--- config.mk ---
export PLATFORM = sky130hd
export DESIGN_NAME = byte_level_fifo
export DESIGN_NICKNAME = d
export VERILOG_FILES = /design/src/rtl/bytefifo_pkg.sv /design/src/rtl/bytefifo_store.sv /design/src/rtl/bytefifo_level.sv /design/src/rtl/bytefifo_flags.sv /design/src/rtl/byte_level_fifo.sv
export SDC_FILE = /design/constraint.sdc
export NUM_CORES = 1
export LEC_CHECK = 0
export CORE_MARGIN = 3
export CORE_UTILIZATION = 50
export CTS_BUF_LIST = sky130_fd_sc_hd__clkbuf_16
export CTS_CLUSTER_SIZE = 16
export DETAILED_ROUTE_END_ITERATION = 8
export GPL_TIMING_DRIVEN = 1
export PLACE_DENSITY_LB_ADDON = 0.05
export SLEW_MARGIN = 10
export SYNTH_ARGS = -nofsm -noshare
export SYNTH_HDL_FRONTEND = slang
export SYNTH_HIERARCHICAL = 1
export SYNTH_SLANG_ARGS = --single-unit
--- constraint.sdc ---
create_clock -name clk -period 6.43 [get_ports clk]
set_input_delay 0.9645 -clock clk [delete_from_list [all_inputs] [get_ports clk]]
set_output_delay 0.9645 -clock clk [all_outputs]
set_load 0.02 [all_outputs]
--- src/rtl/bytefifo_pkg.sv ---
package bytefifo_pkg;

  // Advance a ring index, wrapping after the last slot.
  function automatic int unsigned ring_next(input int unsigned idx,
                                            input int unsigned slots);
    return (idx == slots - 1) ? 0 : idx + 1;
  endfunction

  // Fill field of the status byte: held count minus one, floored at zero.
  function automatic logic [3:0] fill_code(input logic [7:0] held);
    return (held == 8'd0) ? 4'd0 : 4'(held - 8'd1);
  endfunction

  // Low-water test used while transmitting.
  function automatic logic at_or_below(input logic [7:0] held,
                                       input logic [7:0] mark);
    return held <= mark;
  endfunction

  // High-water test used while receiving.
  function automatic logic at_or_above(input logic [7:0] held,
                                       input logic [7:0] mark);
    return held >= mark;
  endfunction

endpackage

--- src/rtl/bytefifo_store.sv ---
module bytefifo_store #(
  parameter int DEPTH = 12,
  parameter int WIDTH = 8,
  localparam int PTR_W = (DEPTH > 1) ? $clog2(DEPTH) : 1
) (
  input  logic             clk,
  input  logic             rst_n,
  input  logic             clear,
  input  logic             push,
  input  logic             pop,
  input  logic [WIDTH-1:0] wr_data,
  output logic [WIDTH-1:0] head_data
);
  import bytefifo_pkg::*;

  logic [WIDTH-1:0] slots [DEPTH];
  logic [PTR_W-1:0] wr_ptr;
  logic [PTR_W-1:0] rd_ptr;
  logic [PTR_W-1:0] wr_ptr_nx;
  logic [PTR_W-1:0] rd_ptr_nx;

  assign wr_ptr_nx = PTR_W'(ring_next(32'(wr_ptr), DEPTH));
  assign rd_ptr_nx = PTR_W'(ring_next(32'(rd_ptr), DEPTH));

  always_ff @(posedge clk) begin
    if (push && !clear) slots[wr_ptr] <= wr_data;
  end

  always_ff @(posedge clk or negedge rst_n) begin
    if (!rst_n) begin
      wr_ptr <= '0;
      rd_ptr <= '0;
    end else if (clear) begin
      wr_ptr <= '0;
      rd_ptr <= '0;
    end else begin
      if (push) wr_ptr <= wr_ptr_nx;
      if (pop)  rd_ptr <= rd_ptr_nx;
    end
  end

  assign head_data = slots[rd_ptr];

endmodule

--- src/rtl/bytefifo_level.sv ---
module bytefifo_level #(
  parameter int DEPTH = 12,
  localparam int CNT_W = $clog2(DEPTH + 1)
) (
  input  logic             clk,
  input  logic             rst_n,
  input  logic             clear,
  input  logic             push_req,
  input  logic             pop_req,
  output logic             push_ok,
  output logic             pop_ok,
  output logic             drop,
  output logic [CNT_W-1:0] count,
  output logic             overflow
);
  localparam logic [CNT_W-1:0] FULL_C = CNT_W'(DEPTH);

  assign pop_ok  = pop_req && (count != '0);
  assign push_ok = push_req && ((count != FULL_C) || pop_ok);
  assign drop    = push_req && !push_ok;

  always_ff @(posedge clk or negedge rst_n) begin
    if (!rst_n) begin
      count    <= '0;
      overflow <= 1'b0;
    end else if (clear) begin
      count    <= '0;
      overflow <= 1'b0;
    end else begin
      unique case ({push_ok, pop_ok})
        2'b10:   count <= count + 1'b1;
        2'b01:   count <= count - 1'b1;
        default: count <= count;
      endcase
      if (drop) overflow <= 1'b1;
    end
  end

endmodule

--- src/rtl/bytefifo_flags.sv ---
module bytefifo_flags #(
  parameter int DEPTH     = 12,
  parameter int LOW_MARK  = 3,
  parameter int HIGH_MARK = 9,
  localparam int CNT_W = $clog2(DEPTH + 1)
) (
  input  logic             dir_tx,
  input  logic [CNT_W-1:0] count,
  input  logic             overflow,
  output logic [7:0]       status,
  output logic             irq
);
  import bytefifo_pkg::*;

  localparam logic [7:0] LOW_C  = 8'(LOW_MARK);
  localparam logic [7:0] HIGH_C = 8'(HIGH_MARK);

  logic [7:0] held;
  logic       low_lvl;
  logic       high_lvl;
  logic       drain_req;
  logic       fill_req;

  assign held      = 8'(count);
  assign low_lvl   = dir_tx && at_or_below(held, LOW_C);
  assign high_lvl  = !dir_tx && at_or_above(held, HIGH_C);
  assign drain_req = dir_tx && (held < LOW_C);
  assign fill_req  = !dir_tx && (held > HIGH_C);

  assign status = {1'b0, high_lvl, low_lvl, overflow, fill_code(held)};
  assign irq    = drain_req || fill_req;

endmodule

--- src/rtl/byte_level_fifo.sv ---
module byte_level_fifo #(
  parameter int DEPTH     = 12,
  parameter int LOW_MARK  = 3,
  parameter int HIGH_MARK = 9
) (
  input  logic       clk,
  input  logic       rst_n,
  input  logic       dir_tx,
  input  logic       clear_cmd,
  input  logic       host_wr_en,
  input  logic [7:0] host_wr_data,
  input  logic       host_rd_en,
  input  logic       eng_wr_en,
  input  logic [7:0] eng_wr_data,
  input  logic       eng_rd_en,
  output logic [7:0] rd_data,
  output logic [7:0] status,
  output logic       irq
);
  localparam int CNT_W = $clog2(DEPTH + 1);

  logic             push_req;
  logic             pop_req;
  logic [7:0]       push_byte;
  logic             push_ok;
  logic             pop_ok;
  logic             drop;
  logic [CNT_W-1:0] count;
  logic             overflow;
  logic [7:0]       head_data;

  // Direction steering of the two strobe pairs.
  assign push_req  = dir_tx ? host_wr_en   : eng_wr_en;
  assign pop_req   = dir_tx ? eng_rd_en    : host_rd_en;
  assign push_byte = dir_tx ? host_wr_data : eng_wr_data;

  bytefifo_level #(.DEPTH(DEPTH)) u_level (
    .clk      (clk),
    .rst_n    (rst_n),
    .clear    (clear_cmd),
    .push_req (push_req),
    .pop_req  (pop_req),
    .push_ok  (push_ok),
    .pop_ok   (pop_ok),
    .drop     (drop),
    .count    (count),
    .overflow (overflow)
  );

  bytefifo_store #(.DEPTH(DEPTH), .WIDTH(8)) u_store (
    .clk       (clk),
    .rst_n     (rst_n),
    .clear     (clear_cmd),
    .push      (push_ok),
    .pop       (pop_ok),
    .wr_data   (push_byte),
    .head_data (head_data)
  );

  bytefifo_flags #(.DEPTH(DEPTH), .LOW_MARK(LOW_MARK), .HIGH_MARK(HIGH_MARK)) u_flags (
    .dir_tx   (dir_tx),
    .count    (count),
    .overflow (overflow),
    .status   (status),
    .irq      (irq)
  );

  assign rd_data = (count == '0) ? 8'h00 : head_data;

endmodule

==> summary.md, run 1 <==
| Metric | Value |
|---|---|
| Total gr overflow | 0 |
| Power Internal | 1.42 mW |
| Unrepaired setup endpoints after global routing | false |
| Routed wire length | 10600 um |
| Slowest stage delay, CP | 980 ps |
| R2R depth | 5 |
| Die area | 11600 um2 |
| Setup-failing EPs final | 0 |
| Placed cell count | 486 |
| Die X-Extent | 108 um |
| Max H-tree Level | 3 |
| Final Worst Setup Slack | 2360 ps |
| Top_reg_cell synth | edfxtp_1 |
| Sequential power share | 44.4% |
| Core Footprint | 9910 um2 |
| Rel. slew slack | 21.7% |
| Comb power frac | 28.1% |
| Avg WL per Cell | 21.2 um |
| Clock Sinks | 109 |
| Area grow syn2layout | 14.0% |
| Synth top area cells | edfxtp_1 (56%), dfrtp_1 (6.3%), mux2_2 (5.7%) |
| Largest net degree at the start of global routing | 45 |
| Vias per Instance | 5.77 |
| Syn Inst Count | 335 |
| FMAX | 0.246 GHz |
| CP max-delay cell | nor3b_1 |
| Chain of cells forming the critical path | clkdlybuf4s50_1 > mux2_2 > inv_1 > nor2_1 > nor2b_1 > nor3b_1 |
| Worst Skew | 5.11 ps |
| Post-synth EDFFs | 96 |
| # Post-CTS Setup Buffers | 0 |
| NetSw | 0.650 mW |
| Maximum clock path buffer count | 2 |
| Asr flop ratio synth | 11.9% |
| Crit end category | flip-flop |
| Synth warn | 6 |
| TritonCTS buffer count | 9 |
| Post-CTS Resized | 0 |
| # DRC | 0 |
| Setup TNS | 0 ps |
| Syn_nets | 367 |
| Reg clk slew, reported paths | 70 ps |
| Max VDD drop | 0.000171 V |
| Non-filler cells, final | 502 |
| Placed Instance Area | 5560 um2 |
| CP Launch Type | primary input |
| Area of the multi-input gates | 1760 um2 |
| Row cnt | 36 |
| Mean post-synth cell area | 15.4 um2 |
| Worst-margin pin slew | 1170 ps |
| Post-route ant nets | 0 |
| CP Max Fanout | 14 |
| Sw Share | 31.4% |
| Overall global routing resource usage | 19.6% |
| Clock network fraction of total power | 27.5% |
| Worst setup path category | in -> reg |
| Final period utilization | 63.3% |
| CTS tree | done |
| Register area share after synthesis | 62.2% |
| Nets | 396 |
| PwrDens | 351 nW/um2 |
| Outcome | finished, final reports clean |
| Vias in the first global route | 2781 |
| Cell accounting for the most synthesized area | edfxtp_1 |
| DRT Pass-1 Iters | 4 |
| Seq cells post-synth | 109 |
| Initial Utilization | 52.0% |
| I/O pin cnt | 41 |
| Place WS | 1780 ps |
| Leakage power | 1.94 nW |
| Hold_buf cts | 0 |
| Slew Viols, Final | 0 |
| Post-layout power | 2.07 mW |
| Final hold vios | 0 |
| Register area | 3210 um2 |
| IO buf count | 39 |
| Top-area cell type share of the netlist area | 55.9% |
| Initial antenna violation count | 0 |
| WHS | 530 ps |
| Routability-driven placement congestion ratio | 0.790 |
| Syn Std Cell Area | 5160 um2 |
| Number of DRC markers in iteration 0 | 205 |
| Minimum clock period | 4070 ps |
| Root Buffer | clkbuf_16 |
| Number of inserted diodes | 0 |
| Worst hold path class | reg -> reg |
| Final Cell Area | 5880 um2 |
| Global-route wire length before repair | 16400 um |
| Critical Path RT | 6390 ps |
| Layout cells sized above 1 | 20.1% |
| Core Util, Final | 59.3% |
| Detailed Place HPWL | 7000 um |
| Filler Cells Inserted | 780 |
| Clock latency on the worst-skew pair | 340 ps |
| Netlist cell types | 58 |
| DR vias | 2899 |
| Crit path DAT | 4030 ps |
| Hold Path Depth | 1 |
| Max-cap violations | 0 |
| Die H | 108 um |
## per-layer routing
layer,vias up,track usage (%),part of all wire (%)
met2,60,29.4,48
met3,11,2.76,4.0
met4,0,5.68,1.1
li1,1367,-,-
met1,1461,30.0,47
met5,-,0,0
## cell usage after synthesis, types with 3 or more instances
master and n:
a21oi_1 6, o41a_1 8, mux4_1 4, buf_6 7, mux4_2 4, buf_2 4
a22o_1 8, buf_4 5, inv_1 3, nand2_1 19, mux2i_1 20, mux2_2 26
clkbuf_1 5, dfrtp_1 13, edfxtp_1 96, nor3b_1 4, and3_1 4, o22ai_1 8
ha_1 7, nor2_1 19, nor3_1 5, nand2b_1 3, o31ai_2 8, o21ai_0 6
## flip-flops by register name, indices dropped and copies added, names as in the netlist
name,flops
u_store/wr_ptr,4
u_level/overflow,1
u_level/count,4
u_store/rd_ptr,4
u_store/slots,96
## power by group through the flow
stage | registers, mW | clock network, mW | logic, mW
6_report | 0.917 | 0.568 | 0.581
5_1_grt | 0.928 | 0.612 | 0.627
4_1_cts | 0.918 | 0.583 | 0.584
3_5_place_dp | 0.935 | 0 | 0.582
3_3_place_gp | 0.934 | 0 | 0.578
2_1_floorplan | 0.850 | 0 | 0.476
## cell families (layout without fill, tap and decap cells)
| logic type | Yosys count | in the layout | share of synthesized area (%) |
|---|---|---|---|
| muxes | 54 | 54 | 13.3 |
| other | 1 | 1 | 0.0727 |
| xor gates and xnor gates | 2 | 2 | 0.340 |
| buffers and inverters | 28 | 62 | 3.81 |
| and+or+nand+nor | 71 | 71 | 7.38 |
| DFF | 109 | 109 | 62.2 |
| adders and majority gates | 8 | 8 | 2.09 |
| AOI/OAI and AO/OA | 62 | 62 | 10.8 |
## layout make-up
cell class,count,area share [%]
inverter,4,0.255
sequential,109,54.6
tap,133,2.83
timing repair buffer,42,7.02
clock buffer,9,3.83
multi-input combinational,198,30.0
clock inverter,7,1.51
## path summary, 6_finish.rpt
| check | from | slack, ps | end |
|---|---|---|---|
| worst max-delay path | dir_tx | 2360 | u_store/slots[0][0]$_DFFE_PP_ |
| worst min-delay path | u_level/overflow$_DFFE_PN0P_ | 530 | u_level/overflow$_DFFE_PN0P_ |
| worst max register to register | u_level/count[0]$_DFFE_PN0P_ | 2980 | u_store/slots[0][0]$_DFFE_PP_ |
| worst min register to register | u_level/overflow$_DFFE_PN0P_ | 530 | u_level/overflow$_DFFE_PN0P_ |
| max in group asynchronous | rst_n | 5020 | u_store/rd_ptr[1]$_DFFE_PN0P_ |
| min in group asynchronous | rst_n | 990 | u_level/overflow$_DFFE_PN0P_ |
## cell usage in the layout (no fill, tap or decap), types with 3 or more instances in the layout
cell	count
mux4_2	4
inv_6	4
edfxtp_1	96
dfrtp_1	12
nor2_1	19
o41a_1	8
clkbuf_16	9
and3_1	4
mux2_2	26
ha_1	7
a22o_1	8
nand2b_1	3
o21ai_0	6
a21oi_1	6
nor3_1	5
o22ai_1	8
buf_4	3
clkdlybuf4s50_1	39
nand2_1	19
inv_1	3
mux2i_1	20
o31ai_2	8
mux4_1	4
## worst max-delay path, delay by kind of cell
kind                   cells  cell delay (ps)
buffers and inverters      2              960
multiplexers               1              390
AND/OR/NAND/NOR            3             1710
Power figures use the tool's default switching activity.
==> run 2: changes to the inputs <==
==> constraint.sdc (replaced) <==
create_clock -name clk -period 3.9 [get_ports clk]
set_input_delay 0.585 -clock clk [delete_from_list [all_inputs] [get_ports clk]]
set_output_delay 0.585 -clock clk [all_outputs]
set_load 0.02 [all_outputs]
==> run 2 against run 1 <==
Compared with the run above: utilization up 0.42 points; via count is 1.1% higher; first-iteration DRC count is 8.8% lower; die area unchanged; routed wire length increased by 5.6%; cell count grew 1.6%; clock skew increased by 2.6 ps.
==> summary.md, run 2 (same netlist as run 1, synthesis figures left out) <==
| Metric | Value |
|---|---|
| Outcome | finished, final reports clean |
| Avg WL per Cell | 22.0 um (+3.9%) |
| DRT Pass-1 Iters | 4 (unchanged) |
| Most common cell after layout, fill and taps aside | edfxtp_1 |
| Number of inserted diodes | 0 (unchanged) |
| Total gr overflow | 0 (unchanged) |
| Clock latency on the worst-skew pair | 340 ps (about the same) |
| Detailed Place HPWL | 7320 um (+4.6%) |
| I/O pin cnt | 41 (unchanged) |
| WHS | 525 ps (-4.74 ps) |
| Initial Utilization | 52.0% (unchanged) |
| Area grow syn2layout | 14.8% |
| Core Footprint | 9910 um2 (unchanged) |
| Worst-margin pin slew | 856 ps (-316 ps) |
| Vias per Instance | 5.75 (-0.48%) |
| Leakage power | 1.98 nW (+1.8%) |
| Die area | 11600 um2 (unchanged) |
| Setup-failing EPs final | 0 (unchanged) |
| Crit end category | primary output |
| Unrepaired setup endpoints after global routing | false |
| Reg with most FFs | u_store/slots |
| PwrDens | 571 nW/um2 (+63%) |
| Routability-driven placement congestion ratio | 0.791 (+0.22%) |
| Largest net degree at the start of global routing | 25 (-44%) |
| Worst setup path category | reg -> out |
| Reg clk slew, reported paths | 80 ps (about the same) |
| Max VDD drop | 0.000283 V (+65%) |
| Setup TNS | 0 ps (unchanged) |
| Max-cap violations | 0 (unchanged) |
| Overall global routing resource usage | 20.1% (+0.52 points) |
| CP Max Fanout | 10 (-4) |
| Crit path DAT | 2800 ps (-1230 ps) |
| Placed cell count | 494 (+1.6%) |
| Core Util, Final | 59.7% (+0.42 points) |
| Minimum clock period | 3380 ps |
| Final hold vios | 0 (unchanged) |
| Worst Skew | 7.73 ps (+2.62 ps) |
| Global-route wire length before repair | 16900 um (+2.9%) |
| Non-filler cells, final | 510 (+1.6%) |
| Root Buffer | clkbuf_16 |
| Final period utilization | 86.8% |
| DR vias | 2931 (+1.1%) |
| # Post-CTS Setup Buffers | 0 (unchanged) |
| CP Launch Type | flip-flop |
| CTS tree | done |
| Slowest stage delay, CP | 660 ps (-320 ps) |
| IO buf count | 39 (unchanged) |
| Post-CTS Resized | 0 (unchanged) |
| Maximum clock path buffer count | 2 (unchanged) |
| Initial antenna violation count | 0 (unchanged) |
| Max H-tree Level | 3 (unchanged) |
| Hold_buf cts | 0 (unchanged) |
| Worst hold path class | reg -> reg |
| # DRC | 0 (unchanged) |
| Chain of cells forming the critical path | buf_4 > mux4_1 > nand2_1 > o31ai_2 > o41a_1 > clkdlybuf4s50_1 |
| Clock Sinks | 109 (unchanged) |
| Layout cells sized above 1 | 21.0% (+0.90 points) |
| FMAX | 0.296 GHz |
| Nets | 404 (+2.0%) |
| TritonCTS buffer count | 9 (unchanged) |
| CP max-delay cell | dfrtp_1 |
| Die X-Extent | 108 um (unchanged) |
| Row cnt | 36 (unchanged) |
| Rel. slew slack | 42.9% (+21 points) |
| Most frequent cells in the layout | edfxtp_1 (96), clkdlybuf4s50_1 (39), mux2_2 (26) |
| Max reg flops | 96 (unchanged) |
| Die H | 108 um (unchanged) |
| Vias in the first global route | 2851 (+2.5%) |
| Number of DRC markers in iteration 0 | 187 (-8.8%) |
| Routed wire length | 11200 um (+5.6%) |
| Critical Path RT | 3310 ps (-3080 ps) |
| Slew Viols, Final | 0 (unchanged) |
| Post-route ant nets | 0 (unchanged) |
==> run 2: where the power goes <==
| group | internal (mW) | switching [mW] | total (mW) |
|---|---|---|---|
| Clock | 0.451 | 0.434 | 0.885 |
| Combinational | 0.521 | 0.489 | 1.01 |
| Sequential | 1.32 | 0.170 | 1.49 |
| Total | 2.29 | 1.09 | 3.38 |
==> run 2: worst paths after layout <==
kind / start / to / slack, ps / cells after the start
max reg2reg: u_level/count[1]$_DFFE_PN0P_ / u_store/slots[7][3]$_DFFE_PP_ / 830 / 7
max in group asynchronous: rst_n / u_store/rd_ptr[1]$_DFFE_PN0P_ / 2840 / 1
min reg2reg: u_level/overflow$_DFFE_PN0P_ / u_level/overflow$_DFFE_PN0P_ / 530 / 1
min: u_level/overflow$_DFFE_PN0P_ / u_level/overflow$_DFFE_PN0P_ / 530 / 1
max: u_store/rd_ptr[0]$_DFFE_PN0P_ / rd_data[2] / 520 / 6
min in group asynchronous: rst_n / u_level/overflow$_DFFE_PN0P_ / 620 / 1
==> run 2: layout make-up <==
class,count,area [um2]
sequential,109,3210
multi-input combinational,198,1750
clock inverter,7,67.6
timing repair buffer,50,485
clock buffer,9,225
inverter,4,15.0
fill,774,3990
tap,133,166
==> run 2: worst max-delay path, delay by kind of cell (launching register included) <==
family | cells | cell delay (ps)
flip-flops | 1 | 660
multiplexers | 1 | 580
AO/OA/AOI/OAI | 2 | 260
buffers and inverters | 2 | 810
AND/OR/NAND/NOR | 1 | 160
==> run 2: per-stage QoR <==
stage                     instance area [um2]  setup WS (ps)  total power [mW]
final                                    5920            517              3.38
after CTS                                5920            497              3.40
after floorplan                          5160            944              2.19
after global placement                   5630            562              2.50
after detailed placement                 5630            497              2.52
after global routing                     5920            380              3.53
==> run 2: layer usage <==
layer / track usage, % / vias to the layer above / wire (um)
met1: 28.9 / 1487 / 5050
met5: 0 / - / 0
met2: 32.5 / 55 / 5610
met3: 3.30 / 8 / 440
met4: 4.42 / 0 / 109
li1: - / 1381 / -
